## config.mk

```make
export PLATFORM = sky130hd
export DESIGN_NAME = irq_return_snooper
export DESIGN_NICKNAME = d
export VERILOG_FILES = /design/src/rtl/irq_return_snooper_pkg.sv /design/src/rtl/bus_fetch_tap.sv /design/src/rtl/return_matcher.sv /design/src/rtl/service_ctrl.sv /design/src/rtl/irq_return_snooper.sv
export SDC_FILE = /design/constraint.sdc
export NUM_CORES = 1
export LEC_CHECK = 0
export ABC_AREA = 1
export BUFFER_PORTS_ARGS = -buffer_cell sky130_fd_sc_hd__buf_2
export CAP_MARGIN = 5
export CORE_AREA = 2 2 39 41
export DETAILED_ROUTE_END_ITERATION = 16
export DIE_AREA = 0 0 41 43
export HOLD_SLACK_MARGIN = 0.02
export SYNTH_ARGS = -nofsm -noshare
export SYNTH_HDL_FRONTEND = slang
export SYNTH_SLANG_ARGS = --single-unit
export TNS_END_PERCENT = 1
```

## constraint.sdc

```tcl
create_clock -name clk -period 1.17 [get_ports clk]
set_input_delay 0.0585 -clock clk [delete_from_list [all_inputs] [get_ports clk]]
set_output_delay 0.0585 -clock clk [all_outputs]
set_load 0.02 [all_outputs]
```

## src/rtl/irq_return_snooper_pkg.sv

```systemverilog
// Package: shared constants and types of the interrupt-return snooper.
// Assumes an 8-bit bus and a two-byte return sequence (prefix, code).
package irq_return_snooper_pkg;
    localparam int BUS_W = 8;
    localparam logic [BUS_W-1:0] PREFIX_CODE = 8'hED;
    localparam logic [BUS_W-1:0] RETURN_CODE = 8'h4D;

    typedef enum logic {
        MATCH_IDLE  = 1'b0,
        MATCH_ARMED = 1'b1
    } match_state_e;
endpackage

```

## src/rtl/bus_fetch_tap.sv

```systemverilog
// Module: bus_fetch_tap
// Turns the raw bus strobes into single-cycle events: one per opcode fetch
// (read strobe rising during a memory fetch) and one per acknowledge start
// (fetch strobe together with I/O request). Assumes strobes are already
// synchronous to clk and held for at least one clock.
module bus_fetch_tap #(
    parameter int DATA_W = 8
) (
    input  logic              clk,
    input  logic              rst_n,
    input  logic [DATA_W-1:0] bus_data,
    input  logic              fetch_n,
    input  logic              rd_n,
    input  logic              memrq_n,
    input  logic              io_req_n,
    output logic              fetch_evt,
    output logic [DATA_W-1:0] fetch_byte,
    output logic              ack_evt
);
    logic rd_q;
    logic ack_q;
    logic ack_lvl;

    // Remember the previous read strobe and acknowledge level for edge detection.
    always_ff @(posedge clk) begin
        if (!rst_n) begin
            rd_q  <= 1'b1;
            ack_q <= 1'b0;
        end else begin
            rd_q  <= rd_n;
            ack_q <= ack_lvl;
        end
    end

    // Decode the fetch and acknowledge events from current and previous strobes.
    always_comb begin
        ack_lvl    = !fetch_n && !io_req_n;
        ack_evt    = ack_lvl && !ack_q;
        fetch_evt  = !rd_q && rd_n && !fetch_n && !memrq_n;
        fetch_byte = bus_data;
    end


    one_fetch_per_rise_chk: assert property (@(posedge clk) disable iff (!rst_n)
        fetch_evt |=> !fetch_evt);
endmodule

```

## src/rtl/return_matcher.sv

```systemverilog
// Module: return_matcher
// Two-state matcher over consecutive opcode fetches. A fetch of the prefix
// arms it; the next fetch either completes the return (code byte) or
// re-arms/disarms it. Assumes fetch_evt is a single-cycle pulse.
module return_matcher
    import irq_return_snooper_pkg::*;
#(
    parameter int              DATA_W = 8,
    parameter logic [DATA_W-1:0] PFX  = 8'hED,
    parameter logic [DATA_W-1:0] RET  = 8'h4D
) (
    input  logic              clk,
    input  logic              rst_n,
    input  logic              fetch_evt,
    input  logic [DATA_W-1:0] fetch_byte,
    output logic              ret_hit
);
    match_state_e state_q;
    match_state_e state_d;

    // Compute the match pulse and the next matcher state.
    always_comb begin
        ret_hit = fetch_evt && (state_q == MATCH_ARMED) && (fetch_byte == RET);
        state_d = state_q;
        if (fetch_evt) begin
            state_d = (fetch_byte == PFX) ? MATCH_ARMED : MATCH_IDLE;
        end
    end

    // Hold the matcher state between fetches.
    always_ff @(posedge clk) begin
        if (!rst_n) state_q <= MATCH_IDLE;
        else        state_q <= state_d;
    end


    match_consumes_prefix_chk: assert property (@(posedge clk) disable iff (!rst_n)
        ret_hit |=> (state_q == MATCH_IDLE));
endmodule

```

## src/rtl/service_ctrl.sv

```systemverilog
// Module: service_ctrl
// Holds the pending request and in-service flags. Grants service on an
// acknowledge when enabled by the chain; retires it on a detected return
// when this device is the highest in service. Assumes single-cycle events.
module service_ctrl (
    input  logic clk,
    input  logic rst_n,
    input  logic raise_req,
    input  logic ack_evt,
    input  logic ret_hit,
    input  logic chain_en_in,
    output logic pend,
    output logic in_service
);
    logic grant;
    logic retire;

    // Decide grant and retire conditions for this clock.
    always_comb begin
        grant  = ack_evt && pend && !in_service && chain_en_in;
        retire = ret_hit && in_service && chain_en_in;
    end

    // Update the pending and in-service flags.
    always_ff @(posedge clk) begin
        if (!rst_n) begin
            pend       <= 1'b0;
            in_service <= 1'b0;
        end else begin
            if (raise_req)  pend <= 1'b1;
            else if (grant) pend <= 1'b0;
            if (grant)       in_service <= 1'b1;
            else if (retire) in_service <= 1'b0;
        end
    end


    ack_grants_chk: assert property (@(posedge clk) disable iff (!rst_n)
        (ack_evt && pend && !in_service && chain_en_in) |=> in_service);

    return_retires_chk: assert property (@(posedge clk) disable iff (!rst_n)
        (ret_hit && in_service && chain_en_in) |=> !in_service);

    blocked_return_holds_chk: assert property (@(posedge clk) disable iff (!rst_n)
        (ret_hit && in_service && !chain_en_in) |=> in_service);
endmodule

```

## src/rtl/irq_return_snooper.sv

```systemverilog
// Module: irq_return_snooper (top)
// Passive bus watcher for one interrupting peripheral: detects acknowledge
// and the two-byte return sequence and drives the chain and request lines.
// Assumes synchronous, active-low bus strobes and a single clock domain.
module irq_return_snooper #(
    parameter int                DATA_W   = 8,
    parameter logic [DATA_W-1:0] PFX_CODE = 8'hED,
    parameter logic [DATA_W-1:0] RET_CODE = 8'h4D
) (
    input  logic              clk,
    input  logic              rst_n,
    input  logic [DATA_W-1:0] bus_data,
    input  logic              fetch_n,
    input  logic              rd_n,
    input  logic              memrq_n,
    input  logic              io_req_n,
    input  logic              raise_req,
    input  logic              chain_en_in,
    output logic              chain_en_out,
    output logic              irq_n,
    output logic              in_service
);
    logic              fetch_evt;
    logic [DATA_W-1:0] fetch_byte;
    logic              ack_evt;
    logic              ret_hit;
    logic              pend;

    bus_fetch_tap #(.DATA_W(DATA_W)) u_tap (
        .clk        (clk),
        .rst_n      (rst_n),
        .bus_data   (bus_data),
        .fetch_n    (fetch_n),
        .rd_n       (rd_n),
        .memrq_n    (memrq_n),
        .io_req_n   (io_req_n),
        .fetch_evt  (fetch_evt),
        .fetch_byte (fetch_byte),
        .ack_evt    (ack_evt)
    );

    return_matcher #(.DATA_W(DATA_W), .PFX(PFX_CODE), .RET(RET_CODE)) u_match (
        .clk        (clk),
        .rst_n      (rst_n),
        .fetch_evt  (fetch_evt),
        .fetch_byte (fetch_byte),
        .ret_hit    (ret_hit)
    );

    service_ctrl u_svc (
        .clk         (clk),
        .rst_n       (rst_n),
        .raise_req   (raise_req),
        .ack_evt     (ack_evt),
        .ret_hit     (ret_hit),
        .chain_en_in (chain_en_in),
        .pend        (pend),
        .in_service  (in_service)
    );

    // Drive the chain enable and request line from the held flags.
    always_comb begin
        chain_en_out = chain_en_in && !pend && !in_service;
        irq_n        = !(pend && !in_service && chain_en_in);
    end


    chain_blocked_in_service_chk: assert property (@(posedge clk) disable iff (!rst_n)
        in_service |-> !chain_en_out);
endmodule

```

; Yosys cells after proc, flatten, opt, wreduce, memory -nomap -nowiden
; Cells that the tools add are included.
; Widths: inputs -> output; s select.
[word_totals]
ff_bits = 5
inputBits = 16
elab_cells = 38
[op_classes]
eq_ne = 2
n_mux = 5
reduce_logical = 26
[op_table]
columns = operator, count
row1 = $logic_and 1x1->1, 16
row2 = $eq 8x7->1 const B, 1
row3 = $eq 8x8->1 const B, 1
row4 = $logic_not 1->1, 8
row5 = $mux 1, 5
row6 = $reduce_bool 2->1, 2

; Depth between registers and ports, before layout
[logic_depth]
ltp_word = 10
ltp_mapped = 7
mapped_depth_nobuf = 7

; Cells and area by module
; From an unflattened synthesis, not the netlist that was laid out.
[hier_totals]
hier_cells = 56
area_unflattened_um2 = 355.3
[modules_own_cells]
columns = module, instances, area_per_inst_um2, seq_area_each_um2, cells_per_inst
row1 = bus_fetch_tap, 1, 147.6, 40.0, 22
row2 = return_matcher, 1, 98.8, 20.0, 17
row3 = service_ctrl, 1, 90.1, 40.0, 13
row4 = irq_return_snooper, 1, 18.8, 0.0, 4

; Least setup slack after synthesis
; OpenSTA, ideal clock, no wires.
[synth_path]
path_type = register to output
start = register u_svc.in_service
end = output chain_en_out
arrival_time_ns = 0.926
path_slack_ns = 0.185
stages_incl_launch_ff = 2
n_path_buf = 0
path_cell_list = dfxtp_1 nor3_1
[synth_via]
elab_chain_cells = 2
[synth_lines]
columns = element, line_no
row1 = start: declaration, service_ctrl.sv:13  ; output logic in_service
row2 = start signal: assignment, service_ctrl.sv:28  ; in_service <= 1'b0;
row3 = start signal: assignment, service_ctrl.sv:32  ; if (grant) in_service <= 1'b1;
row4 = start signal: assignment, service_ctrl.sv:33  ; else if (retire) in_service <= 1'b0;
row5 = $logic_not 1->1, irq_return_snooper.sv:63  ; chain_en_out = chain_en_in && !pend && !in_service;
row6 = $logic_and 1x1->1, irq_return_snooper.sv:63
row7 = end: declaration, irq_return_snooper.sv:19  ; output logic chain_en_out,
; Every way passes these cells.

; Final worst setup path
[layout_path]
start = input rst_n
end = register u_tap.rd_q
[layout_lines]
columns = element, line_no
row1 = start: declaration, irq_return_snooper.sv:11  ; input logic rst_n,
row2 = end signal: assignment, bus_fetch_tap.sv:30  ; rd_q <= rd_n;
row3 = end: declaration, bus_fetch_tap.sv:20  ; logic rd_q;
; No word-level cell between the ends.

==> flow_summary.ini <==
[worst_setup_path]
crit_path_end_kind = flip-flop
path_buf_inv = 2
cp-start-kind = input pin
crit_path_frequent_cell = dlygate4sd3_1
slowest_delay_ns = 0.54
path_cells = dlygate4sd3_1, nand2_1, dlygate4sd3_1
required_ns = 1.30
worstPathArrival_ns = 1.19
crit_type = in -> reg
path_max_fanout = 2
critical_path.slowest_cell = dlygate4sd3_1
crit_family = buffers and inverters

[pwr]
clkPwrFrac = 0.442
p_leak_nw = 0.207
peakVddDrop_uv = 463
p_sw_uw = 108
swShare = 0.238
p_comb_frac = 0.157
pwr-share-seq = 0.401
p_per_area_mw_per_mm2 = 1090
p_int_uw = 345

[yosys]
syn_inst = 41
synthTopCellsByArea = dfxtp_1 (38%), nand2_1 (17%), nor2_1 (13%)
yosysWarnings = 0
yosysTopAreaCell = dfxtp_1
syn_area_per_cell_um2 = 6.44
synth_seq_area_share = 0.379
synth.distinct_cells = 10
ys_seq_elements = 5
syn_nets = 57
synth_top_area_share = 0.379
synth_area_um2 = 264

[clock_tree]
root_buffer = clkbuf_4
cts_tree = yes
clkLatencyLatePin_ns = 0.24
cts_num_sinks = 5
htree_num_levels = 1
cts_buffer_depth = 2
clk_pin_slew_ns = 0.05
cts_buffers = 3
ctsResizeCount = 0

[global_routing]
antenna_found_initial = 0
grt_pass1_vias = 251
grt_pass1_wl_um = 800
track_usage = 0.0693
overflow = 0
grt_max_degree = 5

[finish]
drive_gt1_frac = 0.344
design_area_um2 = 415
n_fill_cell = 163
diodes = 0
syn2layout_area_growth_pct = 57.3
final_common_cell = buf_2
seqCellArea_um2 = 100
layout_common_cells = buf_2 (17), nand2_1 (12), nor2_1 (9)
multi_input_area_um2 = 138
fin_nets = 81

[floorplanning]
die_h_um = 43
ioPinCount = 19
die-area_mm2 = 0.00176
rows = 14
core_mm2 = 0.00138
die_w_um = 41
start_util = 0.191

[detailed_routing]
vias_per_cell = 3.75
wl_per_cell_um = 6.76
drtIter0Drc = 0
num_vias = 300
ant_nets = 0
totalWireLength_um = 541
first_pass_iters = 1
drc = 0

[sta]
setup_viol = 0
final_hold_viol_count = 0
skew_ns = 0.00505
fin_crit_ns = 1.06
fmax_mhz = 940
slew_headroom = 0.876
report.final.slew_viol_count = 0
rsz0062_at_grt = false
fin_crit_sh = 0.909
worst_pin_slew_ns = 0.185
fin_setup_tns_ns = 0

[place]
gp_congestion = 0.598
post_dp_cell_area_um2 = 374
io_buffers = 18

[outcome]
status = complete, no violations

[job]
maxCapViolCount = 0

[worst_hold_path]
hold_path.class = in -> reg
-- power groups by stage --
stage / Sequential [mW] / Combinational (mW) / Clock, mW
after floorplan: 0.185 / 0.0331 / 0
after global placement: 0.184 / 0.0673 / 0
after detailed placement: 0.185 / 0.0687 / 0
after CTS: 0.182 / 0.0738 / 0.212
after global routing: 0.182 / 0.0813 / 0.217
final: 0.182 / 0.0711 / 0.200
-- cells in the mapped netlist, drive strengths merged --
cell type	number
nor3	1
or2	1
nand2	12
nor2	10
a21oi	3
nor3b	2
dfxtp	5
inv	7
-- through the flow --
step                std cells  power (mW)  hold WS [ns]  utilization  setup slack [ns]
floorplan                  41       0.218         0.127            -             0.185
global placement           75       0.252         0.240        0.270             0.274
detailed placement         75       0.253         0.244        0.270             0.228
CTS                        81       0.467        0.0299        0.304            0.0514
global route               80       0.481        0.0577        0.300            0.0438
finish                     80       0.453        0.0342        0.300             0.107
-- routing by layer --
metal,up-vias,track usage,wire (µm)
li1,167,-,-
met1,119,0.0742,240
met2,14,0.0969,230
met3,0,0.0314,69
met4,0,0.0600,0
met5,-,0,0
-- worst paths after layout --
kind,from,endpoint,slack [ns],depth (start not counted)
worst max-delay path,rst_n,u_tap.rd_q$_SDFF_PN1_,0.11,3
worst min-delay path,raise_req,u_svc.pend$_SDFFE_PN0P_,0.03,3
worst max register to register,u_svc.in_service$_SDFFE_PN0P_,u_svc.pend$_SDFFE_PN0P_,0.23,4
worst min register to register,u_match.state_q$_SDFFE_PN0N_,u_match.state_q$_SDFFE_PN0N_,0.47,2
-- flip-flops by register name, summed over array words and instances, names as in the netlist --
| register | flops |
|---|---|
| u_tap.ack_q | 1 |
| u_match.state_q | 1 |
| u_tap.rd_q | 1 |
| u_svc.in_service | 1 |
| u_svc.pend | 1 |
-- what timing repair did --
item	in CTS	in global routing
endpoints found under the hold margin	1	0
setup buffers	0	0
hold buffers	2	0
setup endpoints to repair	0	1
-- logic make-up after synthesis --
logic type / after synthesis / share of synthesized area
buffers and inverters: 7 / 0.0995
flip-flops: 5 / 0.379
AO/OA/AOI/OAI: 3 / 0.0569
AND/OR/NAND/NOR: 26 / 0.464
-- final cells by class --
class,instances,share of cell area
Multi-Input combinational cell,29,0.331
Clock buffer,4,0.0633
Tap cell,16,0.0482
Inverter,7,0.0633
Timing Repair Buffer,19,0.253
Sequential cell,5,0.241
-- worst reg2reg max path, delay by kind of cell (launching register included) --
| kind | cells | cell delay [ns] |
|---|---|---|
| AO/OA/AOI/OAI | 1 | 0.13 |
| flip-flops | 1 | 0.34 |
| AND/OR/NAND/NOR | 3 | 0.35 |
No activity file was read; power rests on OpenSTA's default activity.
